File: config.mk
export PLATFORM = sky130hd
export DESIGN_NAME = psram_pwr_seq
export DESIGN_NICKNAME = d
export VERILOG_FILES = /design/src/rtl/psram_pwr_seq.sv
export SDC_FILE = /design/constraint.sdc
export NUM_CORES = 1
export LEC_CHECK = 0
export BUFFER_PORTS_ARGS = -buffer_cell sky130_fd_sc_hd__buf_2
export CAP_MARGIN = 20
export CORE_MARGIN = 4
export CORE_UTILIZATION = 50
export CTS_BUF_LIST = sky130_fd_sc_hd__clkbuf_4
export CTS_CLUSTER_DIAMETER = 60
export DETAILED_ROUTE_END_ITERATION = 8
export PLACE_DENSITY_LB_ADDON = 0.2
export SYNTH_ARGS = -nofsm -noshare
export SYNTH_HDL_FRONTEND = slang
export SYNTH_SLANG_ARGS = --single-unit
File: constraint.sdc
create_clock -name clk -period 4.7 [get_ports clk]
set_input_delay 0.235 -clock clk [delete_from_list [all_inputs] [get_ports clk]]
set_output_delay 0.235 -clock clk [all_outputs]
set_load 0.005 [all_outputs]
File: src/rtl/psram_pwr_seq.sv
module psram_pwr_seq #(
  parameter int CLK_HZ     = 50_000_000,
  parameter int WAKE_US    = 200,
  parameter int DPD_MIN_NS = 1000
) (
  input  logic clk,
  input  logic rst_n,
  input  logic dpd_req,
  input  logic wake_req,
  input  logic ctrl_idle,
  input  logic lost_clr,
  output logic ce2,
  output logic ready,
  output logic data_lost
);
  localparam int KHZ      = CLK_HZ / 1000;
  localparam int WAKE_CYC = KHZ * WAKE_US / 1000;
  localparam int DPD_RAW  = (KHZ * DPD_MIN_NS + 999_999) / 1_000_000;
  localparam int DPD_CYC  = (DPD_RAW < 1) ? 1 : DPD_RAW;
  localparam int CW       = $clog2((WAKE_CYC > DPD_CYC) ? WAKE_CYC : DPD_CYC) + 1;

  typedef enum logic [2:0] {
    S_PWRUP, S_ACTIVE, S_HOLD, S_DPD, S_WAKE
  } state_t;

  state_t         st, st_d;
  logic [CW-1:0]  cnt;
  logic           wait_done, hold_done, enter;

  assign wait_done = (cnt == CW'(WAKE_CYC - 1));
  assign hold_done = (cnt == CW'(DPD_CYC - 1));
  assign enter     = (st == S_ACTIVE) && (st_d == S_HOLD);

  always_comb begin
    st_d = st;
    case (st)
      S_PWRUP:  if (wait_done)            st_d = S_ACTIVE;
      S_ACTIVE: if (dpd_req && ctrl_idle) st_d = S_HOLD;
      S_HOLD:   if (hold_done)            st_d = S_DPD;
      S_DPD:    if (wake_req)             st_d = S_WAKE;
      S_WAKE:   if (wait_done)            st_d = S_ACTIVE;
      default:                            st_d = S_PWRUP;
    endcase
  end

  always_ff @(posedge clk) begin
    if (!rst_n) begin
      st        <= S_PWRUP;
      cnt       <= '0;
      ce2       <= 1'b1;
      ready     <= 1'b0;
      data_lost <= 1'b0;
    end else begin
      st        <= st_d;
      cnt       <= (st_d != st) ? '0 : cnt + 1'b1;
      ce2       <= !(st_d == S_HOLD || st_d == S_DPD);
      ready     <= (st_d == S_ACTIVE);
      data_lost <= enter || (data_lost && !lost_clr);
    end
  end
endmodule


Word-level counts from Yosys, hierarchy flattened
Index checks and enable logic that the tools add are counted.
{"block": "op_classes", "addsub": 1, "eq_ne": 10, "n_mux": 5, "bitwise_logic": 1, "reduce_logical": 10}
{"op": "15-bit by 1-bit adder with 15-bit output (second input constant)", "count": 1}
{"op": "15-bit by 14-bit == test with 1-bit output (second input constant)", "count": 1}
{"op": "15-bit by 6-bit == test with 1-bit output (second input constant)", "count": 1}
{"op": "3-bit by 2-bit == test with 1-bit output (second input constant)", "count": 4}
{"op": "3-bit two-way mux", "count": 4}
{"op": "3-bit case mux with 4 select lines", "count": 1}
{"op": "3-bit by 1-bit == test with 1-bit output (second input constant)", "count": 2}
{"op": "2-bit OR reduction", "count": 2}
{"op": "3-bit == test (second input constant)", "count": 1}
{"op": "1-bit logical AND", "count": 3}
{"op": "3-bit zero test", "count": 1}
{"op": "3-bit != test", "count": 1}
{"op": "1-bit zero test", "count": 2}
{"op": "1-bit logical OR", "count": 2}
{"op": "1-bit inverter", "count": 1}
{"block": "word_totals", "regBits": 21, "inputBits": 6, "out_inout_bits": 3, "wordCells": 32}

Longest topological paths before layout
{"block": "logic_depth", "depth_word": 6, "depth_mapped": 7, "mapped_depth_nobuf": 6}

Worst setup path after synthesis
Ideal clock, no wire load.
{"block": "synth_path", "path_kind": "reg2reg", "from": "register cnt[11]", "to": "register cnt[10]", "arrival_time_ns": 1.927, "setup_slack_ns": 2.643, "path_stages_with_launch": 6, "path_buffers": 1, "cell_sequence": "dfxtp_1 > or4_4 > or4_4 > a41oi_4 > buf_6 > nor3_1"}
{"block": "synth_between", "elab_chain_len": 5}
{"element": "start: declaration", "line": "27", "source": "logic [CW-1:0] cnt;"}
{"element": "start signal: assignment", "line": "55", "source": "cnt <= (st_d != st) ? '0 : cnt + 1'b1;"}
{"element": "15-bit by 14-bit == test with 1-bit output / 15-bit by 6-bit == test with 1-bit output (equally long branches)", "line": "30, 31"}
{"element": "3-bit two-way mux (on tied branches)", "line": "37, 41, 39"}
{"element": "3-bit case mux with 4 select lines (*)", "line": "36", "source": "case (st)"}
{"element": "3-bit != test (*)", "line": "55"}
{"element": "2-bit OR reduction (no line) (*)"}
Every way passes the cells marked *; elsewhere a longest branch is shown, timed or not.
A chain may end at the register's enable or synchronous reset.

Worst setup path after layout
{"block": "layout_path", "from": "register cnt[0]", "to": "register cnt[9]"}
{"block": "layout_between", "elab_chain_len": 5}
{"element": "15-bit by 14-bit == test with 1-bit output / 15-bit by 6-bit == test with 1-bit output (equally long branches)", "line": "30, 31"}
{"element": "3-bit two-way mux (on tied branches)", "line": "37, 41, 39"}
{"element": "3-bit case mux with 4 select lines", "line": "36"}
{"element": "3-bit != test", "line": "55"}
{"element": "2-bit OR reduction (no line)"}
Several ways; a longest one is shown, not always the timed one.

==> metrics <==
Post-Syn Instances ~120; Hold Slack 0.198 ns; drt pass-1 iters 4; drt drc 0; Mapped Area ~0.0010 mm2; pre-CTS setup slack ~2.4 ns; FILL cells roughly 190; Top delay family on crit path simple AND/OR/NAND/NOR gates; Finished Core Util 56.6%; Final ANT Viol Nets 0; Antenna Cells 0; synthesized area per cell around 9.0 um2; data required time of the worst path just under 5 ns; Placer Congestion approximately 0.8; RSZ-0062 raised after global routing false; Seq/Total Area, Yosys approximately 40%; hold buffers post-CTS 0; Die Area 0.00289 mm2; Setup crit end kind register; Hold/Removal Path Class input pin to register; vias in the first global route 764; setup bufs post-CTS 0; placed insts about 150; Worst Slack Setup Final 2.45 ns; Final Power approximately 0.28 mW; post-place instance area ~0.0011 mm2; max-slew violations 0; count of max-cap constraint violations 0; Period Utilization, post-route 48.0%; Slew @ Worst Pin just over 0.5 ns; Crit path largest cell delay roughly 0.62 ns; Die Y 53.8 um; Hold Fails Final Rpt 0; share of cells above drive strength 1 between 10% and 20%; relative slew slack between 60% and 70%; setup violators final 0; number of placement rows 16; starting density of the core a little over half; crit-path max FO 15; initial drt markers 13; first-pass GRT wire length ~3300 um; Power Dens Cells roughly 250 mW/mm2; GRT Util Overall ~15%; yosys warns 0; dpl hpwl around 1400 um; Worst-path clk slew around 0.12 ns; run status finished, final reports clean; Avg WL per Cell between 10 and 15 um; Overflow after GRT 0; worst skew pair latency 0.29 ns; Nets approximately 130; H-tree depth 1; area grow syn2layout 7.17%; CTS max path bufs 2; net count after synthesis roughly 120; I/O pins 9; Via density approximately 5.6; Buffers & Inverters on Critical Path 0; via count roughly 830; worst vdd ir between 0.15 and 0.2 mV; Total Wirelength about 1900 um; Crit Reg-Reg Startpoint cnt[0]; chip width approximately 54 um; CTS Buf Count 3; clk root buf clkbuf_4; Netlist cell types 30; Setup Skew 0.00546 ns; Post-CTS Resized 0; Setup crit start cnt[0]; Synth Register Bits 21; worst hold start lost_clr; PortBufs 8; Critical Path AT around 2.4 ns; clock sinks 21; initial antenna violation count 0; fmax approximately 440 MHz; final std cells w/o fill 150; Critical Path Start Type register; Core Region 0.00198 mm2; pin count of the biggest net entering global routing 16; Finished Cell Area roughly 0.0011 mm2; crit path cell chain ha_1, nand3_1, or4_4, a41oi_4, nor3_1; critical path class register to register; Min Clock Period, post-route approximately 2.3 ns; CTS tree done; critical path's slowest cell or4_4; Leakage 0.387 nW; Post-Route Setup TNS 0 ns
## tightest hold or removal path, cell delays in order
cell and delay (ns):
buf_2 0.07, nand2b_1 0.08, a21boi_0 0.07
## sequential cells by signal, indices dropped and copies added (netlist names)
register   count
ce2            1
cnt           15
data_lost      1
ready          1
st             3
## worst paths after layout
check	to	slack, ns	cells after the start
worst max-delay path	cnt[9]	2.45	5
worst max register to register	cnt[9]	2.45	5
worst min-delay path	data_lost	0.20	3
worst min register to register	data_lost	0.49	2
## cell families after synthesis
| group | count (synthesis) | synth area share [%] |
|---|---|---|
| and+or+nand+nor | 60 | 32.5 |
| buffers and inverters | 9 | 3.94 |
| AOI/OAI and AO/OA | 11 | 10.2 |
| xor gates and xnor gates | 13 | 10.9 |
| DFF | 21 | 40.1 |
| adders and majority gates | 2 | 2.39 |
## placed cells by master (no fill, tap or decap)
cell type  netlist  final
dfxtp_1         21     21
nor3_1          20     20
xnor2_1          8      8
buf_2            0      8
nand2_1          7      7
nand3_1          5      5
xor2_1           5      5
inv_1            4      4
nor2_1           4      4
nor4_1           4      4
nand4_1          4      4
nor2b_1          3      3
a21boi_0         3      3
clkbuf_4         0      3
or4_4            2      2
and4_1           2      2
a31oi_1          2      2
or3_1            2      2
o21a_1           2      2
nand2b_1         2      2
ha_1             2      2
and2_1           1      1
nor4b_1          1      1
o2111a_1         1      1
or2_2            1      1
and4b_1          1      1
and3b_1          1      1
a41oi_4          1      1
a311oi_1         1      1
a2bb2oi_1        1      1
clkinv_2         0      1
## synthesized netlist by cell type
master     instances  area share (%)
a21boi_0           3             2.2
a2bb2oi_1          1            0.84
a311oi_1           1            0.84
a31oi_1            2             1.2
a41oi_4            1             2.6
and2_1             1            0.60
and3b_1            1            0.84
and4_1             2             1.7
and4b_1            1            0.96
buf_6              1             1.1
clkbuf_1           4             1.4
dfxtp_1           21              40
ha_1               2             2.4
inv_1              4             1.4
nand2_1            7             2.5
nand2b_1           2             1.2
nand3_1            5             2.4
nand4_1            4             2.4
nor2_1             4             1.4
nor2b_1            3             1.8
nor3_1            20             9.6
nor4_1             4             2.4
nor4b_1            1            0.84
o2111a_1           1             1.1
o21a_1             2             1.4
or2_2              1            0.60
or3_1              2             1.2
or4_4              2             2.2
xnor2_1            8             6.7
xor2_1             5             4.2
## where the power goes
part | switching, mW | internal [mW]
Clock | 0.0522 | 0.0316
Combinational | 0.00674 | 0.00619
Sequential | 0.00311 | 0.180
## area by class of cell
| type | instances | area [um2] | share of cell area (%) |
|---|---|---|---|
| Clock buffer | 3 | 22.5 | 2.01 |
| Clock inverter | 1 | 5.00 | 0.446 |
| Inverter | 4 | 15.0 | 1.34 |
| Multi-Input combinational cell | 86 | 586 | 52.2 |
| Sequential cell | 21 | 420 | 37.5 |
| Tap cell | 27 | 33.8 | 3.01 |
| Timing Repair Buffer | 8 | 40.0 | 3.57 |
## layer usage
layer | GRT usage (%) | routed length, um | vias up
met4 | 5.11 | 8 | 0
met3 | 2.49 | 58 | 2
met1 | 20.1 | 886 | 384
met5 | 0 | 0 | -
li1 | - | - | 437
met2 | 25.2 | 925 | 10
Note: power is estimated with default switching activity, not from simulation.
